$ cat config.mk
export PLATFORM = sky130hd
export DESIGN_NAME = psat_unit
export DESIGN_NICKNAME = d
export VERILOG_FILES = /design/src/rtl/psat_pkg.sv /design/src/rtl/psat_lane.sv /design/src/rtl/psat_route.sv /design/src/rtl/psat_outreg.sv /design/src/rtl/psat_unit.sv
export SDC_FILE = /design/constraint.sdc
export NUM_CORES = 1
export LEC_CHECK = 0
export ABC_AREA = 0
export BUFFER_PORTS_ARGS = -buffer_cell sky130_fd_sc_hd__buf_2
export CORE_MARGIN = 3
export CORE_UTILIZATION = 40
export CTS_BUF_LIST = sky130_fd_sc_hd__clkbuf_2 sky130_fd_sc_hd__clkbuf_4 sky130_fd_sc_hd__clkbuf_8
export DETAILED_ROUTE_END_ITERATION = 7
export HOLD_SLACK_MARGIN = 0.1
export PLACE_DENSITY_LB_ADDON = 0.2
export REMOVE_ABC_BUFFERS = 1
export SETUP_SLACK_MARGIN = 0.4
export SLEW_MARGIN = 20
export SYNTH_ARGS = -nofsm -noshare
export SYNTH_HDL_FRONTEND = slang
export SYNTH_SLANG_ARGS = --single-unit
$ cat constraint.sdc
create_clock -name clk_i -period 0.8 [get_ports clk_i]
set_input_delay 0.08 -clock clk_i [delete_from_list [all_inputs] [get_ports clk_i]]
set_output_delay 0.08 -clock clk_i [all_outputs]
set_load 0.05 [all_outputs]
$ cat src/rtl/psat_pkg.sv
package psat_pkg;
    typedef enum logic [2:0] {
        OP_ADD_H  = 3'b000,
        OP_ADD_B  = 3'b001,
        OP_SUB_H  = 3'b010,
        OP_SUB_B  = 3'b011,
        OP_XSUB   = 3'b100,
        OP_XADD   = 3'b101,
        OP_RSV_6  = 3'b110,
        OP_RSV_7  = 3'b111
    } psat_op_e;
endpackage

$ cat src/rtl/psat_lane.sv
module psat_lane #(
    parameter int W = 8
) (
    input  logic         clk_i,
    input  logic         rst_ni,
    input  logic [W-1:0] x_i,
    input  logic [W-1:0] y_i,
    input  logic         sub_i,
    output logic [W-1:0] r_o,
    output logic         sat_o
);
    logic [W:0] wide;

    always_comb begin
        if (sub_i) wide = {1'b0, x_i} - {1'b0, y_i};
        else       wide = {1'b0, x_i} + {1'b0, y_i};
        sat_o = wide[W];
        if (!wide[W])   r_o = wide[W-1:0];
        else if (sub_i) r_o = '0;
        else            r_o = '1;
    end


    add_not_below_chk: assert property (@(posedge clk_i) disable iff (!rst_ni)
        !sub_i |-> (r_o >= x_i));

    sub_not_above_chk: assert property (@(posedge clk_i) disable iff (!rst_ni)
        sub_i |-> (r_o <= x_i));

    exact_when_clear_chk: assert property (@(posedge clk_i) disable iff (!rst_ni)
        (!sat_o && !sub_i) |-> (r_o - x_i == y_i));
endmodule

$ cat src/rtl/psat_route.sv
module psat_route
    import psat_pkg::*;
#(
    parameter int DATA_W = 32,
    localparam int HALF_W = DATA_W / 2
) (
    input  logic [2:0]        op_i,
    input  logic [DATA_W-1:0] b_i,
    output logic [DATA_W-1:0] y_half_o,
    output logic [1:0]        sub_half_o,
    output logic              sub_byte_o,
    output logic              is_half_o,
    output logic              is_valid_o
);
    psat_op_e op;
    assign op = psat_op_e'(op_i);

    logic [DATA_W-1:0] b_swapped;
    assign b_swapped = {b_i[HALF_W-1:0], b_i[DATA_W-1:HALF_W]};

    always_comb begin
        y_half_o   = b_i;
        sub_half_o = 2'b00;
        sub_byte_o = 1'b0;
        is_half_o  = 1'b1;
        is_valid_o = 1'b1;
        unique case (op)
            OP_ADD_H: ;
            OP_ADD_B: is_half_o = 1'b0;
            OP_SUB_H: sub_half_o = 2'b11;
            OP_SUB_B: begin
                is_half_o  = 1'b0;
                sub_byte_o = 1'b1;
            end
            OP_XSUB: begin
                y_half_o   = b_swapped;
                sub_half_o = 2'b01;
            end
            OP_XADD: begin
                y_half_o   = b_swapped;
                sub_half_o = 2'b10;
            end
            OP_RSV_6, OP_RSV_7: is_valid_o = 1'b0;
        endcase
    end
endmodule

$ cat src/rtl/psat_outreg.sv
module psat_outreg #(
    parameter int DATA_W  = 32,
    parameter int SAT_W   = 4,
    parameter bit REG_OUT = 1'b1
) (
    input  logic              clk_i,
    input  logic              rst_ni,
    input  logic [DATA_W-1:0] res_i,
    input  logic [SAT_W-1:0]  sat_i,
    output logic [DATA_W-1:0] res_o,
    output logic [SAT_W-1:0]  sat_o
);
    if (REG_OUT) begin : g_reg
        always_ff @(posedge clk_i or negedge rst_ni) begin
            if (!rst_ni) begin
                res_o <= '0;
                sat_o <= '0;
            end else begin
                res_o <= res_i;
                sat_o <= sat_i;
            end
        end
    end else begin : g_comb
        assign res_o = rst_ni ? res_i : '0;
        assign sat_o = rst_ni ? sat_i : '0;
    end
endmodule

$ cat src/rtl/psat_unit.sv
module psat_unit #(
    parameter int DATA_W  = 32,
    parameter int BYTE_W  = 8,
    parameter bit REG_OUT = 1'b1,
    localparam int HALF_W = DATA_W / 2,
    localparam int N_BYTE = DATA_W / BYTE_W,
    localparam int B_PER_H = HALF_W / BYTE_W
) (
    input  logic              clk_i,
    input  logic              rst_ni,
    input  logic [2:0]        op_i,
    input  logic [DATA_W-1:0] a_i,
    input  logic [DATA_W-1:0] b_i,
    output logic [DATA_W-1:0] res_o,
    output logic [N_BYTE-1:0] sat_o
);
    logic [DATA_W-1:0] y_half;
    logic [1:0]        sub_half;
    logic              sub_byte, is_half, is_valid;

    psat_route #(.DATA_W(DATA_W)) route_i (
        .op_i(op_i), .b_i(b_i), .y_half_o(y_half), .sub_half_o(sub_half),
        .sub_byte_o(sub_byte), .is_half_o(is_half), .is_valid_o(is_valid)
    );

    logic [DATA_W-1:0] h_res, b_res, res_c;
    logic [1:0]        h_sat;
    logic [N_BYTE-1:0] b_sat, sat_c;

    for (genvar g = 0; g < 2; g++) begin : g_half
        psat_lane #(.W(HALF_W)) lane_i (
            .clk_i(clk_i), .rst_ni(rst_ni),
            .x_i(a_i[g*HALF_W +: HALF_W]), .y_i(y_half[g*HALF_W +: HALF_W]),
            .sub_i(sub_half[g]), .r_o(h_res[g*HALF_W +: HALF_W]), .sat_o(h_sat[g])
        );
    end

    for (genvar k = 0; k < N_BYTE; k++) begin : g_byte
        psat_lane #(.W(BYTE_W)) lane_i (
            .clk_i(clk_i), .rst_ni(rst_ni),
            .x_i(a_i[k*BYTE_W +: BYTE_W]), .y_i(b_i[k*BYTE_W +: BYTE_W]),
            .sub_i(sub_byte), .r_o(b_res[k*BYTE_W +: BYTE_W]), .sat_o(b_sat[k])
        );
        assign sat_c[k] = !is_valid ? 1'b0 : (is_half ? h_sat[k / B_PER_H] : b_sat[k]);
    end

    assign res_c = !is_valid ? '0 : (is_half ? h_res : b_res);

    psat_outreg #(.DATA_W(DATA_W), .SAT_W(N_BYTE), .REG_OUT(REG_OUT)) out_i (
        .clk_i(clk_i), .rst_ni(rst_ni), .res_i(res_c), .sat_i(sat_c),
        .res_o(res_o), .sat_o(sat_o)
    );


    rsv_zero_chk: assert property (@(posedge clk_i) disable iff (!rst_ni)
        (op_i[2:1] == 2'b11) |-> (res_c == '0 && sat_c == '0));

    half_sat_pair_chk: assert property (@(posedge clk_i) disable iff (!rst_ni)
        (op_i != 3'b001 && op_i != 3'b011) |->
        (sat_c[0] == sat_c[B_PER_H-1] && sat_c[N_BYTE-1] == sat_c[B_PER_H]));

    xsub_dir_chk: assert property (@(posedge clk_i) disable iff (!rst_ni)
        (op_i == 3'b100) |->
        (res_c[HALF_W-1:0] <= a_i[HALF_W-1:0] && res_c[DATA_W-1:HALF_W] >= a_i[DATA_W-1:HALF_W]));

    xadd_dir_chk: assert property (@(posedge clk_i) disable iff (!rst_ni)
        (op_i == 3'b101) |->
        (res_c[HALF_W-1:0] >= a_i[HALF_W-1:0] && res_c[DATA_W-1:HALF_W] <= a_i[DATA_W-1:HALF_W]));
endmodule

==> results.md <==
* Status: complete, but fails checks
* Violated checks: negative hold slack, negative setup slack
* Delay-heaviest family, CP: compound AO/OA/AOI/OAI gates
* Post-synthesis async set-or-reset flop share at 100%
* Worst min-delay path class: input pin to async pin
* DR pass1 iterations at 5
* Fill cells at 1,201
* Buffers & Inverters on Critical Path at 3
* Final setup margin at -2.55 ns
* Peak supply drop at 1.36 mV
* # DRC at 0
* Overall global routing resource usage at 26.5%
* Final slew viol count at 0
* Vias at 7,431
* Yosys cell types at 69
* Area post-placement at 0.00885 mm2
* Prevailing post-synth register cell: dfrtp_1
* Setup crit start kind: input pin
* Share of the synthesized area in the top cell type at 14.7%
* Most common cell after layout, fill and taps aside: buf_4
* Mapped cell area at 0.00614 mm2
* ANT cells at 0
* Slew @ Worst Pin at 0.680 ns
* Avg Cell Area, Syn at 7.64 um2
* RSZ-0062 raised after global routing: true
* CTS clk-pin slew, worst paths at 0.08 ns
* Design Power at 17.3 mW
* First-pass GRT wire length at 35.9 mm
* Max-Cap Viols at 0
* Die Ht at 130 um
* PD cells at 1670 mW/mm2
* Ports at 105
* EDFF count, synth at 0
* Setup-failing EPs final at 72
* CP Data Required Time at 1.00 ns
* Wire per inst at 16.7 um
* Post-route design area at 0.0104 mm2
* Overflow after GRT at 0
* Max-Slew Margin vs Limit at 54.6%
* Vias in the first global route at 7,417
* Min Hold Slack at -0.269 ns
* Largest net degree at the start of global routing at 37
* Overall routed net length at 23.1 mm
* PortBufs at 104
* Core ar. at 0.0148 mm2
* Layout net count at 1,343
* H-tree Lvls at 2
* Initial DRC count at 383
* Die ar. at 0.0169 mm2
* Top post-synthesis cells by area: dfrtp_1 15%, ha_1 14%, xnor2_1 9.3%
* CTS max path bufs at 2
* Area growth syn-to-layout at 68.6%
* FF+latch count, synth at 36
* Antenna violations before repair at 0
* # clock sinks at 36
* Leakage at 4.97 nW
* Critical Path AT at 3.55 ns
* CTS buffer count at 5
* Initial Utilization at 41.6%
* Commonest cells after routing, fill and taps aside: 293 x buf_4, 77 x nor2_1, 69 x ha_1
* Die Wd at 130 um
* WS Path Type: input pin to flip-flop
* Fin. Hold Viols at 36
* Fmax at 298 MHz
* Critical-path cell list: buf_8 > nor2b_4 > mux2i_2 > nor4b_2 > buf_4 > nor2_2 > xor2_1 > ha_1 > a2111o_1 > o2111ai_4 > a31oi_4 > a21o_1 > mux2i_1 > and3b_2 > clkbuf_16 > a221oi_2
* Share of layout cells above drive strength 1 at 47.1%
* Sequential element share of the synthesized area at 14.7%
* Critical Path Fanout Max at 5
* Synthesis warning total at 0
* Crit-path slowest cell: a2111o_1
* Setup crit end kind: flip-flop
* Final worst path period need at 3.35 ns
* TritonCTS clock tree: yes
* Antenna-violating nets left at 0
* Area leader, netlist: dfrtp_1
* Root Buffer: clkbuf_8
* Cells after Synth at 804
* Vias/cell at 5.38
* Gpl congestion at 0.947
* Rows at 44
* Fin crit share at 419%
* DP HPWL at 17.1 mm
* CP max stage delay at 0.43 ns
[metal layers]
layer | routed length [um] | up-vias | track usage, %
li1 | - | 3688 | -
met1 | 9970 | 3484 | 33.1
met2 | 11500 | 213 | 47.2
met3 | 1100 | 46 | 3.77
met4 | 523 | 0 | 7.64
met5 | 0 | - | 0
[flip-flops by register name (all words and copies together), names as in the netlist]
signal	flops
out_i.res_o	32
out_i.sat_o	4
[cell type report]
class	instances	area, um2	area share (%)
Inverter	36	135	1.31
Sequential cell	36	901	8.70
Tap cell	184	230	2.22
Timing Repair Buffer	421	3300	31.9
Clock buffer	5	68.8	0.665
Multi-Input combinational cell	698	5720	55.2
[cell usage after synthesis (5+ instances only)]
cell	count
nand3_1	8
nor2b_1	15
xor2_1	35
a21oi_1	62
o21ai_0	56
a21o_1	11
clkbuf_1	19
a21boi_0	5
nand2_1	68
nor2_1	92
o31ai_1	5
ha_1	70
nor3_1	26
mux2i_1	29
dfrtp_1	36
xnor2_1	65
o21a_1	10
a221oi_1	30
nand2b_1	18
fa_1	6
buf_2	8
inv_1	36
a31oi_1	11
or3_1	7
[kinds of logic after synthesis]
group / Yosys count / share of synthesized area, %
AOI/OAI and AO/OA: 225 / 23.8
xor gates and xnor gates: 100 / 14.3
adders and majority gates: 76 / 16.2
buffers and inverters: 71 / 5.14
DFF: 36 / 14.7
muxes: 31 / 5.09
and+or+nand+nor: 265 / 20.8
[path summary, 6_finish.rpt]
kind	from	to	slack [ns]	cells past startpoint
hold / removal	rst_ni	out_i.res_o[18]	-0.27	2
min in group clk_i	op_i[1]	out_i.sat_o[2]	0.08	3
max in group asynchronous	rst_ni	out_i.sat_o[2]	0.87	2
setup / recovery	op_i[2]	out_i.res_o[15]	-2.55	16
[repair_timing]
action	4_1_cts	5_1_grt
endpoints found under the setup margin	72	72
resized for setup	209	63
setup buffers	19	12
hold endpoints to repair	37	37
pin swaps	44	31
cloned	5	1
[power breakdown]
part           switching (mW)  internal [mW]
logic                    7.17           6.26
clock network           0.723          0.563
registers               0.278           2.30
total                    8.17           9.12
[metrics by stage]
stage | utilization [%] | hold slack [ns] | instances | TNS, ns | setup WS, ns
after floorplan | - | -0.216 | 769 | -156.79 | -4.47
after CTS | 67.4 | -0.263 | 1367 | -88.92 | -2.46
after detailed placement | 60.0 | 0.0662 | 1338 | -106.93 | -3.07
after global placement | 60.0 | 0.0628 | 1338 | -104.09 | -2.97
after global routing | 70.2 | -0.258 | 1380 | -97.02 | -2.66
final | 70.2 | -0.269 | 1380 | -91.97 | -2.55
No activity file was read; power rests on OpenSTA's default activity.
